File: src/rtl/sfs_pkg.sv
package sfs_pkg;
    localparam logic [2:0] A_CTRL  = 3'd0;
    localparam logic [2:0] A_CMD   = 3'd1;
    localparam logic [2:0] A_FSIZE = 3'd2;
    localparam logic [2:0] A_CNTHI = 3'd3;
    localparam logic [2:0] A_SEL   = 3'd4;

    typedef struct packed {
        logic big_fifo;
        logic sticky;
        logic hold_rst;
        logic en;
    } ctrl_t;
endpackage

File: src/rtl/sfs_regs.sv
module sfs_regs
    import sfs_pkg::*;
#(
    parameter int NSEL      = 8,
    parameter int FSIZE_W   = 6,
    parameter int FSIZE_RST = 8
) (
    input  logic               clk,
    input  logic               rst_n,
    input  logic               we_i,
    input  logic [2:0]         addr_i,
    input  logic [31:0]        wdata_i,
    output logic [31:0]        rdata_o,
    output ctrl_t              ctrl_o,
    output logic [31:0]        target_o,
    output logic [FSIZE_W-1:0] fsize_o,
    output logic [NSEL-1:0]    bits_o,
    output logic               direct_o,
    output logic               oe_o,
    output logic               clr_o
);
    typedef struct packed {
        ctrl_t              ctrl;
        logic [31:0]        target;
        logic [FSIZE_W-1:0] fsize;
        logic [NSEL-1:0]    bits;
        logic               direct;
        logic               oe;
    } regs_t;

    regs_t r_d, r_q;
    logic  unused_wbits;
    assign unused_wbits = ^wdata_i;

    always_comb begin
        r_d = r_q;
        if (we_i) begin
            case (addr_i)
                A_CTRL: begin
                    r_d.ctrl.en       = wdata_i[0];
                    r_d.ctrl.hold_rst = wdata_i[1];
                    r_d.ctrl.sticky   = wdata_i[2];
                    r_d.ctrl.big_fifo = wdata_i[3];
                    r_d.target[15:0]  = wdata_i[31:16];
                end
                A_FSIZE: if (!r_q.ctrl.en) r_d.fsize = wdata_i[FSIZE_W-1:0];
                A_CNTHI: r_d.target[31:16] = wdata_i[31:16];
                A_SEL: begin
                    r_d.bits   = wdata_i[NSEL-1:0];
                    r_d.direct = wdata_i[NSEL];
                    r_d.oe     = wdata_i[NSEL+1];
                end
                default: ;
            endcase
        end
    end

    always_ff @(posedge clk or negedge rst_n) begin
        if (!rst_n) begin
            r_q       <= '0;
            r_q.fsize <= FSIZE_W'(FSIZE_RST);
        end else begin
            r_q <= r_d;
        end
    end

    assign clr_o = we_i && ((addr_i == A_CTRL) || (addr_i == A_CMD && wdata_i[0]));

    always_comb begin
        rdata_o = '0;
        case (addr_i)
            A_CTRL: rdata_o = {r_q.target[15:0], 12'b0, r_q.ctrl.big_fifo,
                               r_q.ctrl.sticky, r_q.ctrl.hold_rst, r_q.ctrl.en};
            A_FSIZE: rdata_o[FSIZE_W-1:0] = r_q.fsize;
            A_CNTHI: rdata_o = r_q.target;
            A_SEL: begin
                rdata_o[NSEL-1:0] = r_q.bits;
                rdata_o[NSEL]     = r_q.direct;
                rdata_o[NSEL+1]   = r_q.oe;
            end
            default: rdata_o = '0;
        endcase
    end

    assign ctrl_o   = r_q.ctrl;
    assign target_o = r_q.target;
    assign fsize_o  = r_q.fsize;
    assign bits_o   = r_q.bits;
    assign direct_o = r_q.direct;
    assign oe_o     = r_q.oe;

    // frame size frozen while enabled
    a_r8_fsize_locked: assert property (@(posedge clk) disable iff (!rst_n)
        (we_i && addr_i == A_FSIZE && ctrl_o.en) |=> $stable(fsize_o));

    // upper-count write keeps the low half
    a_r3_low_kept: assert property (@(posedge clk) disable iff (!rst_n)
        (we_i && addr_i == A_CNTHI) |=> (target_o[15:0] == $past(target_o[15:0])));
endmodule

File: src/rtl/sfs_frame_counter.sv
module sfs_frame_counter #(
    parameter int CNT_W = 32
) (
    input  logic             clk,
    input  logic             rst_n,
    input  logic             run_i,
    input  logic             hold_i,
    input  logic             clr_i,
    input  logic             frame_done_i,
    input  logic [CNT_W-1:0] target_i,
    output logic [CNT_W-1:0] count_o,
    output logic             done_o,
    output logic             last_o
);
    typedef struct packed {
        logic [CNT_W-1:0] cnt;
        logic             done;
    } cnt_st_t;

    cnt_st_t s_d, s_q;

    assign last_o = run_i && !hold_i && !clr_i && frame_done_i &&
                    ((s_q.cnt + CNT_W'(1)) == target_i);

    always_comb begin
        s_d      = s_q;
        s_d.done = last_o;
        if (hold_i || clr_i)            s_d.cnt = '0;
        else if (run_i && frame_done_i) s_d.cnt = s_q.cnt + CNT_W'(1);
    end

    always_ff @(posedge clk or negedge rst_n) begin
        if (!rst_n) s_q <= '0;
        else        s_q <= s_d;
    end

    assign count_o = s_q.cnt;
    assign done_o  = s_q.done;

    a_r4_clear_zero: assert property (@(posedge clk) disable iff (!rst_n)
        clr_i |=> (count_o == '0));

    a_r7_hold_idle: assert property (@(posedge clk) disable iff (!rst_n)
        hold_i |=> (count_o == '0 && !done_o));

    a_r6_done_after_frame: assert property (@(posedge clk) disable iff (!rst_n)
        done_o |-> $past(frame_done_i));

    a_r5_no_step_idle: assert property (@(posedge clk) disable iff (!rst_n)
        (!frame_done_i && !clr_i && !hold_i) |=> $stable(count_o));
endmodule

File: src/rtl/sfs_select.sv
module sfs_select
    import sfs_pkg::*;
#(
    parameter int NSEL = 8
) (
    input  logic            clk,
    input  logic            rst_n,
    input  ctrl_t           ctrl_i,
    input  logic            fifo_empty_i,
    input  logic            msg_end_i,
    input  logic [NSEL-1:0] bits_i,
    input  logic            direct_i,
    input  logic            oe_i,
    output logic [NSEL-1:0] sel_o,
    output logic            sel_oe_o
);
    typedef struct packed {
        logic msg;
    } sel_st_t;

    sel_st_t s_d, s_q;
    logic    live;
    logic    act;

    assign live = ctrl_i.en && !ctrl_i.hold_rst;

    always_comb begin
        s_d = s_q;
        if (!live || msg_end_i) s_d.msg = 1'b0;
        else if (!fifo_empty_i) s_d.msg = 1'b1;
        act = live && (!fifo_empty_i || (ctrl_i.sticky && s_q.msg));
    end

    always_ff @(posedge clk or negedge rst_n) begin
        if (!rst_n) s_q <= '0;
        else        s_q <= s_d;
    end

    assign sel_o    = direct_i ? bits_i : ~(act ? bits_i : '0);
    assign sel_oe_o = oe_i;

    // queued data under sticky select keeps the selects asserted next cycle
    a_r12_sticky_hold: assert property (@(posedge clk) disable iff (!rst_n)
        (live && ctrl_i.sticky && !direct_i && !fifo_empty_i && !msg_end_i)
        |=> (!ctrl_i.en || ctrl_i.hold_rst || !ctrl_i.sticky || direct_i ||
             sel_o == ~bits_i));
endmodule

File: src/rtl/spi_frame_sel_ctl.sv
module spi_frame_sel_ctl
    import sfs_pkg::*;
#(
    parameter int NSEL        = 8,
    parameter int FSIZE_W     = 6,
    parameter int FSIZE_RST   = 8,
    parameter int DEPTH_SMALL = 8,
    parameter int DEPTH_BIG   = 32
) (
    input  logic                             clk,
    input  logic                             rst_n,
    input  logic                             reg_we_i,
    input  logic [2:0]                       reg_addr_i,
    input  logic [31:0]                      reg_wdata_i,
    output logic [31:0]                      reg_rdata_o,
    input  logic                             frame_done_i,
    input  logic                             txfifo_empty_i,
    output logic [31:0]                      frame_count_o,
    output logic                             done_o,
    output logic [FSIZE_W-1:0]               frame_size_o,
    output logic [$clog2(DEPTH_BIG+1)-1:0]   fifo_depth_o,
    output logic                             bus_oe_o,
    output logic [NSEL-1:0]                  sel_o,
    output logic                             sel_oe_o
);
    localparam int DEPTH_W = $clog2(DEPTH_BIG + 1);

    ctrl_t            ctrl;
    logic [31:0]      target;
    logic [NSEL-1:0]  bits;
    logic             direct;
    logic             oe;
    logic             clr;
    logic             last;

    sfs_regs #(.NSEL(NSEL), .FSIZE_W(FSIZE_W), .FSIZE_RST(FSIZE_RST)) u_regs (
        .clk(clk), .rst_n(rst_n), .we_i(reg_we_i), .addr_i(reg_addr_i),
        .wdata_i(reg_wdata_i), .rdata_o(reg_rdata_o), .ctrl_o(ctrl),
        .target_o(target), .fsize_o(frame_size_o), .bits_o(bits),
        .direct_o(direct), .oe_o(oe), .clr_o(clr)
    );

    sfs_frame_counter #(.CNT_W(32)) u_cnt (
        .clk(clk), .rst_n(rst_n), .run_i(ctrl.en), .hold_i(ctrl.hold_rst),
        .clr_i(clr), .frame_done_i(frame_done_i), .target_i(target),
        .count_o(frame_count_o), .done_o(done_o), .last_o(last)
    );

    sfs_select #(.NSEL(NSEL)) u_sel (
        .clk(clk), .rst_n(rst_n), .ctrl_i(ctrl), .fifo_empty_i(txfifo_empty_i),
        .msg_end_i(last), .bits_i(bits), .direct_i(direct), .oe_i(oe),
        .sel_o(sel_o), .sel_oe_o(sel_oe_o)
    );

    assign bus_oe_o     = ctrl.en;
    assign fifo_depth_o = ctrl.big_fifo ? DEPTH_W'(DEPTH_BIG) : DEPTH_W'(DEPTH_SMALL);

    // a disabled core in hardware mode leaves every select inactive
    a_r11_disabled_idle: assert property (@(posedge clk) disable iff (!rst_n)
        (!bus_oe_o && !direct) |-> (sel_o == {NSEL{1'b1}}));
endmodule

File: config.mk
export PLATFORM = sky130hd
export DESIGN_NAME = spi_frame_sel_ctl
export DESIGN_NICKNAME = d
export VERILOG_FILES = /design/src/rtl/sfs_pkg.sv /design/src/rtl/sfs_regs.sv /design/src/rtl/sfs_frame_counter.sv /design/src/rtl/sfs_select.sv /design/src/rtl/spi_frame_sel_ctl.sv
export SDC_FILE = /design/constraint.sdc
export NUM_CORES = 1
export LEC_CHECK = 0
export BUFFER_PORTS_ARGS = -buffer_cell sky130_fd_sc_hd__buf_2
export CAP_MARGIN = 30
export CORE_AREA = 10 10 128 130
export DETAILED_ROUTE_END_ITERATION = 10
export DIE_AREA = 0 0 138 140
export GPL_TIMING_DRIVEN = 0
export PLACE_DENSITY_LB_ADDON = 0.05
export REMOVE_ABC_BUFFERS = 1
export SETUP_SLACK_MARGIN = 0.02
export SYNTH_ARGS = -nofsm -noshare
export SYNTH_HDL_FRONTEND = slang
export SYNTH_HIERARCHICAL = 1
export SYNTH_SLANG_ARGS = --single-unit
File: constraint.sdc
create_clock -name clk -period 3.59 [get_ports clk]
set_clock_uncertainty 0.15 [all_clocks]
set_input_delay 0.718 -clock clk [delete_from_list [all_inputs] [get_ports clk]]
set_output_delay 0.718 -clock clk [all_outputs]
set_load 0.005 [all_outputs]
==> out/metrics.cfg, run 1 <==
[synth]
ys_ff_latch=86
async_flop_share_pct=100.0
yosys.area.top_type=dfrtp_1
syn_area_mm2=0.005285
ys.flop_type=dfrtp_1
ys_types=67
syn_avg_cell_area_um2=10.18
synthTopCellsByArea=dfrtp_1 (40%), mux2_2 (8.5%), xnor2_1 (7.3%)
synth_top_area_share_pct=40.25
synth.top_cells.by_count=dfrtp_1 (85), xnor2_1 (44), nor2_1 (41)
ys_warn_count=6
seq_area_frac_synth_pct=40.74
synth-edff-count=0
synthMostInstantiatedCell=dfrtp_1
syn_inst=519

[placement]
place_area_mm2=0.005982
post-place-cells=787
dpl.hpwl_mm=11.98
portBuffers=116
gp_congestion=0.8545

[final_layout]
diodes=0
multi_input_area_mm2=0.002938
seq_area_mm2=0.002153
fin_cells=802
postLayoutCellArea_mm2=0.006296
fillerInstances=1389
area_growth_pct=19.13
fin_nets=659
layout-drive-gt1-share_pct=32.15

[routing]
drcViolationCount=0
drt_iter0_drc=240
avgViaCountPerCell=5.357
wl_per_cell_um=19.88
vias=4296
drtAntennaViolNets=0
drt-total-wl_mm=15.94
drt_pass1_iterations=4

[worst_setup_path]
crit_fanout=33
worstPathRequired_ns=3.66
endpoint_kind=flip-flop
startpoint_type=input pin
crit_type=input pin to flip-flop
crit_arrival_ns=3.47
crit_path_start=reg_addr_i[0]
timing.rr.start=u_regs/ctrl_o[0]

[floorplanning]
die_h_um=140
num_rows=43
die_x_um=138
dieArea_mm2=0.01932
initial_core_util_pct=38.37
core_mm2=0.01377
io_pins=127

[sta]
fin_crit_ns=3.401
period_share_pct=94.74
finalSetupViolations=0
slew_headroom_pct=43.80
rsz0062_at_grt=false
hold_slack_ns=0.1407
tightest_slew_ns=0.8410
max_freq_mhz=294.0
hold_viol=0
drv_slew=0

[clock_network]
cts_buffer_depth=2
cts_root_buffer=clkbuf_16
path_clk_slew_ns=0.06
clk_latency_ns=0.34
cts-buffers-inserted=9
cts-htree-levels=3
cts_setup_buffers=0
cts_sinks=86
cts_tree=built

[min_path]
hp-class=input pin to asynchronous set/reset pin

[global_route]
grt_pass1_vias=4464
antenna_found_initial=1
grt_max_degree=61
grt_use_total_pct=16.20
gr-total-overflow=0
grt_pass1_wl_mm=25.32

[power]
p_total_mw=2.931
p_per_area_mw_per_mm2=465.6
p_leak_nw=2.781
ir_worst_vdd_mv=0.2081

[run]
drv_cap=0

[outcome]
status=finished, final reports clean

[metal layers]
metal | global-route usage, % | part of all wire [%] | up-vias | wire, um
li1 | - | - | 2053 | -
met1 | 21.05 | 45 | 2101 | 7154
met2 | 25.23 | 46 | 122 | 7379
met3 | 4.395 | 7.2 | 18 | 1143
met4 | 5.827 | 1.6 | 2 | 250
met5 | 0 | 0.088 | - | 14
[kinds of logic after synthesis]
| kind of cell | Yosys count | synth area share (%) |
|---|---|---|
| xor gates and xnor gates | 68 | 11.27 |
| DFF | 86 | 40.74 |
| other | 1 | 0.07095 |
| buffers and inverters | 37 | 4.238 |
| muxes | 61 | 12.81 |
| and+or+nand+nor | 190 | 20.53 |
| AOI/OAI and AO/OA | 74 | 9.920 |
| adders and majority gates | 2 | 0.4261 |
[state kept, by name (all words and copies together), names as in the netlist]
| register | cells |
|---|---|
| u_regs/fsize_o | 6 |
| u_sel/s_q | 1 |
| u_regs/direct_o | 1 |
| u_regs/bits_o | 8 |
| u_regs/target_o | 32 |
| u_regs/ctrl_o | 4 |
| u_regs/oe_o | 1 |
| u_cnt/done_o | 1 |
| u_cnt/count_o | 32 |
[area by class of cell]
cell class | instances | share of cell area, %
Tap cell | 180 | 3.577
Clock inverter | 3 | 0.6955
Multi-Input combinational cell | 399 | 46.66
Timing Repair Buffer | 121 | 10.73
Clock buffer | 12 | 4.074
Sequential cell | 86 | 34.20
Inverter | 1 | 0.05962
[cell usage in the layout (no fill, tap or decap), types with 13 or more instances in the layout]
master | synthesis | routed
xor2_1 | 24 | 24
mux2_2 | 40 | 40
a22o_1 | 20 | 20
nor3_1 | 15 | 13
xnor2_1 | 44 | 44
buf_2 | 10 | 115
o21ai_0 | 17 | 17
mux2_1 | 13 | 13
nor2_1 | 41 | 41
nand2_1 | 35 | 35
nand3_1 | 17 | 17
dfrtp_1 | 85 | 85
[through the flow]
stage          util [%]  setup slack, ns  setup TNS (ns)
3_5_place_dp      43.43          -0.4104         -0.7051
3_3_place_gp      42.71          -0.6848          -14.01
2_1_floorplan         -           0.5755               0
5_1_grt           45.71          0.05260               0
6_report          45.71           0.1889               0
4_1_cts           45.63           0.1181               0
[path summary, 6_finish.rpt]
path                                      to  cells past startpoint  slack (ns)
min in group clk                 u_regs/oe_o                      1        0.38
setup / recovery                   u_sel/s_q                     10        0.19
hold / removal              u_cnt/count_o[5]                      1        0.14
setup reg to reg                   u_sel/s_q                      7        0.19
max in group asynchronous  u_regs/fsize_o[3]                      2        2.48
hold reg to reg                  u_regs/oe_o                      1        0.38
[repair_timing]
| action | 4_1_cts | 5_1_grt |
|---|---|---|
| resized for setup | 1 | 2 |
| hold buffers | 0 | 0 |
| setup endpoints to repair | 1 | 1 |
[power by group]
group | internal, mW | leakage [nW] | switching, mW
Clock | 0.574 | 0.149 | 0.382
Combinational | 0.352 | 1.54 | 0.305
Sequential | 1.12 | 1.10 | 0.202
Total | 2.04 | 2.78 | 0.890
[critical path, cell delays in order]
cell and delay, ns:
buf_2 0.26, nor2b_1 0.18, nor3_1 0.06, or2_4 0.38
nor4_2 0.37, o2111ai_1 0.16, or4_1 0.55, nor4_1 0.38
and4_1 0.31, nor4b_1 0.07
Power figures use the tool's default switching activity.
==> run 2: changes to the inputs <==
--- a/config.mk
+++ b/config.mk
@@ -7,9 +7,9 @@
 export LEC_CHECK = 0
 export BUFFER_PORTS_ARGS = -buffer_cell sky130_fd_sc_hd__buf_2
 export CAP_MARGIN = 30
-export CORE_AREA = 10 10 128 130
+export CORE_AREA = 10 10 110 112
 export DETAILED_ROUTE_END_ITERATION = 10
-export DIE_AREA = 0 0 138 140
+export DIE_AREA = 0 0 120 122
 export GPL_TIMING_DRIVEN = 0
 export PLACE_DENSITY_LB_ADDON = 0.05
 export REMOVE_ABC_BUFFERS = 1
==> out/metrics.cfg, run 2 (synthesis gave the netlist of run 1 again) <==
[outcome]
status=finished, final reports clean

[routing]
vias=4368
drcViolationCount=0
drt-total-wl_mm=15.17
drt_pass1_iterations=4
drtAntennaViolNets=0
drt_iter0_drc=222
avgViaCountPerCell=5.755
wl_per_cell_um=19.98

[clock_network]
post_cts_resized=1
cts_buffer_depth=2
cts_root_buffer=clkbuf_8
cts-htree-levels=3
path_clk_slew_ns=0.08
cts_setup_buffers=0
cts-buffers-inserted=9
clk_latency_ns=0.35
cts_sinks=86
cts_hold_buf=0
cts_tree=built

[final_layout]
layout_common_cells=buf_2 (115), dfrtp_1 (85), xnor2_1 (44), nor2_1 (41), mux2_2 (40)
fin_cells=759
multi_input_area_mm2=0.002932
layout-drive-gt1-share_pct=32.10
final_common_cell=buf_2
fillerInstances=873
diodes=0
fin_nets=659
seq_area_mm2=0.002153
area_growth_pct=16.12
fin_util_pct=61.09

[worst_setup_path]
crit_type=input pin to flip-flop
critPathSlowestCell=or4_1
crit_arrival_ns=3.48
timing.rr.start=u_regs/ctrl_o[0]
crit_chain=buf_2 -> nor2b_1 -> nor3_1 -> or2_4 -> nor4_2 -> o2111ai_1 -> or4_1 -> nor4_1 -> and4_1 -> nor4b_1
startpoint_type=input pin
worstPathRequired_ns=3.67
endpoint_kind=flip-flop
ff2ff_path_depth=7
r2r_end=u_sel/s_q
slowest_delay_ns=0.55
crit_fanout=33
r2r_slack_ns=0.20

[sta]
tns_ns=0
period_share_pct=94.73
finalSetupViolations=0
hold_viol=0
drv_slew=0
fin_crit_ns=3.401
slew_headroom_pct=42.38
tightest_slew_ns=0.8622
rsz0062_at_grt=false
max_freq_mhz=294.1

[floorplanning]
dieArea_mm2=0.01464
die_x_um=120
initial_core_util_pct=52.61
io_pins=127
num_rows=37
core_mm2=0.01005
die_h_um=122

[global_route]
grt_max_degree=66
grt_use_total_pct=20.54
grt_pass1_wl_mm=24.09
gr-total-overflow=0
grt_pass1_vias=4450
antenna_found_initial=1

[placement]
portBuffers=116
dpl.hpwl_mm=11.34
post-place-cells=743
gp_congestion=0.9061

[run]
drv_cap=0

[power]
p_total_mw=2.681
p_leak_nw=2.720
p_per_area_mw_per_mm2=436.9
ir_worst_vdd_mv=0.2525

[min_path]
hp-class=input pin to asynchronous set/reset pin

==> run 2: cell count changes in the layout (fill, tap and decap cells not counted) <==
cell | previous run | this run
clkinv_4 | 1 | 0
clkbuf_16 | 9 | 0
nor3_4 | 2 | 1
inv_6 | 0 | 1
clkbuf_8 | 2 | 11
nor3_2 | 3 | 4
clkbuf_1 | 1 | 2
==> run 2: per-layer routing <==
| layer | GRT usage (%) | vias up | part of all wire (%) |
|---|---|---|---|
| met3 | 5.504 | 19 | 7.0 |
| met2 | 32.87 | 155 | 48 |
| li1 | - | 2049 | - |
| met1 | 26.29 | 2143 | 43 |
| met5 | 0 | - | 0.086 |
| met4 | 7.391 | 2 | 2.2 |
==> run 2: metrics by stage <==
step	hold slack, ns	setup slack (ns)	area [um^2]
after CTS	0.1027	0.07481	6132
after floorplan	0.2724	0.5755	5076
final	0.1098	0.1892	6137
after global routing	0.1129	0.03414	6137
after detailed placement	0.3703	-0.3594	5927
after global placement	0.3639	-0.7544	5827
==> run 2: worst max-delay path: cells and delay by family <==
family          cells  cell delay [ns]
compound gates      1             0.14
buf+inv             1             0.27
simple gates        8             2.32
==> run 2: how the worst max path moves through the flow <==
stage / slack (ns) / from / depth (start not counted) / endpoint
global placement: -0.75 / reg_addr_i[2] / 4 / u_regs/target_o[1]
global route: 0.03 / u_cnt/count_o[0] / 9 / u_sel/s_q
floorplan: 0.58 / reg_addr_i[0] / 9 / u_sel/s_q
detailed placement: -0.36 / reg_addr_i[0] / 10 / u_sel/s_q
finish: 0.19 / reg_addr_i[0] / 10 / u_sel/s_q
CTS: 0.07 / u_cnt/count_o[2] / 8 / u_sel/s_q
==> run 2: area by class of cell <==
cell class / instances / share of cell area (%)
clock buffers: 13 / 2.589
clock inverters: 3 / 0.7136
inverters: 1 / 0.06116
multi-input cells: 399 / 47.77
flip-flops and latches: 86 / 35.09
well taps: 136 / 2.773
repair buffers: 121 / 11.01
==> run 2: power by group <==
group          internal (mW)  total (mW)  switching [mW]
clock network          0.362       0.711           0.348
registers               1.11        1.31           0.191
logic                  0.352       0.665           0.313
==> run 3: changes to the inputs <==
--- a/config.mk
+++ b/config.mk
@@ -10,7 +10,6 @@
 export CORE_AREA = 10 10 110 112
 export DETAILED_ROUTE_END_ITERATION = 10
 export DIE_AREA = 0 0 120 122
-export GPL_TIMING_DRIVEN = 0
 export PLACE_DENSITY_LB_ADDON = 0.05
 export REMOVE_ABC_BUFFERS = 1
 export SETUP_SLACK_MARGIN = 0.02
==> out/metrics.cfg, run 3 (synthesis gave the netlist of run 1 again) <==
[outcome]
status=finished, final reports clean

[sta]
finalSetupViolations=0
fin_crit_ns=3.237
tightest_slew_ns=0.7614
hold_viol=0
max_freq_mhz=308.9
period_share_pct=90.17
rsz0062_at_grt=false
drv_slew=0
tns_ns=0
slew_headroom_pct=49.24

[global_route]
grt_pass1_vias=4492
grt_use_total_pct=20.88
gr-total-overflow=0
antenna_found_initial=0
grt_max_degree=61
grt_pass1_wl_mm=24.60

[routing]
drt_iter0_drc=308
drcViolationCount=0
drt-total-wl_mm=15.29
drtAntennaViolNets=0
drt_pass1_iterations=5
avgViaCountPerCell=5.747
vias=4408
wl_per_cell_um=19.94

[worst_setup_path]
crit_fanout=11
crit_type=flip-flop to flip-flop
endpoint_kind=flip-flop
startpoint_type=flip-flop
worstPathRequired_ns=3.69
crit_arrival_ns=3.34

[floorplanning]
dieArea_mm2=0.01464
die_x_um=120
num_rows=37
io_pins=127
die_h_um=122
core_mm2=0.01005
initial_core_util_pct=52.61

[run]
drv_cap=0

[final_layout]
fillerInstances=922
fin_nets=667
area_growth_pct=16.43
seq_area_mm2=0.002153
final_common_cell=buf_2
layout_common_cells=buf_2 (115), dfrtp_1 (85), xnor2_1 (44), nor2_1 (41), mux2_2 (40)
diodes=0
fin_cells=767
multi_input_area_mm2=0.002924
layout-drive-gt1-share_pct=33.12

[clock_network]
cts-buffers-inserted=9
cts_root_buffer=clkbuf_8
cts_tree=built
cts_sinks=86
cts_hold_buf=0
clk_latency_ns=0.37
cts_setup_buffers=0
path_clk_slew_ns=0.09
cts_buffer_depth=2
cts-htree-levels=3
post_cts_resized=0

[placement]
portBuffers=116
dpl.hpwl_mm=11.38
post-place-cells=751
gp_congestion=0.8845

[power]
p_leak_nw=2.743
ir_worst_vdd_mv=0.2718
p_per_area_mw_per_mm2=445.2

[min_path]
hp-class=input pin to asynchronous set/reset pin

[run 3: critical path, stage by stage (launching register included)]
cell and delay, ns:
dfrtp_1 0.48, ha_1 0.32, nand3_1 0.19, nor3_2 0.36, nand2_1 0.34, or4b_1 0.55, a21bo_2 0.22, a22oi_1 0.17
and4_1 0.27, nor4b_1 0.07
[run 3: layout make-up]
class / count / share of cell area, %
Timing Repair Buffer: 129 / 11.06
Inverter: 1 / 0.06100
Tap cell: 136 / 2.765
Clock buffer: 9 / 2.013
Multi-Input combinational cell: 399 / 47.52
Sequential cell: 86 / 34.99
Clock inverter: 7 / 1.586
[run 3: worst paths after layout]
kind	startpoint	cells past startpoint	to	slack [ns]
min in group clk	u_regs/oe_o	1	u_regs/oe_o	0.39
max in group asynchronous	rst_n	2	u_regs/bits_o[7]	2.31
setup / recovery	u_cnt/count_o[0]	9	u_sel/s_q	0.35
hold / removal	rst_n	1	u_cnt/count_o[12]	0.27
hold reg to reg	u_regs/oe_o	1	u_regs/oe_o	0.39
setup reg to reg	u_cnt/count_o[0]	9	u_sel/s_q	0.35
[run 3: power breakdown]
group	leakage, nW	internal (mW)	total [mW]	switching [mW]
Combinational	1.54	0.353	0.667	0.314
Sequential	1.10	1.11	1.31	0.193
Clock	0.106	0.394	0.766	0.371
Total	2.74	1.86	2.74	0.878
[run 3: per-layer routing]
metal | vias to the layer above | GRT usage, % | share of wire (%)
met2 | 155 | 33.05 | 48
met4 | 0 | 7.014 | 1.9
met1 | 2167 | 27.39 | 44
met3 | 22 | 5.273 | 6.9
li1 | 2064 | - | -
met5 | - | 0 | 0
[run 3: per-stage QoR]
| stage | power [mW] | setup slack, ns | cell area, um^2 | hold WS (ns) | utilization, % |
|---|---|---|---|---|---|
| floorplan | 1.685 | 0.5755 | 5076 | 0.2724 | - |
| global placement | 1.978 | 0.2246 | 5932 | 0.3640 | 59.05 |
| detailed placement | 1.994 | 0.2214 | 5932 | 0.3744 | 59.05 |
| CTS | 2.761 | 0.3786 | 6153 | 0.2978 | 61.25 |
| global route | 2.891 | 0.1079 | 6153 | 0.3271 | 61.25 |
| finish | 2.739 | 0.3529 | 6153 | 0.2712 | 61.25 |
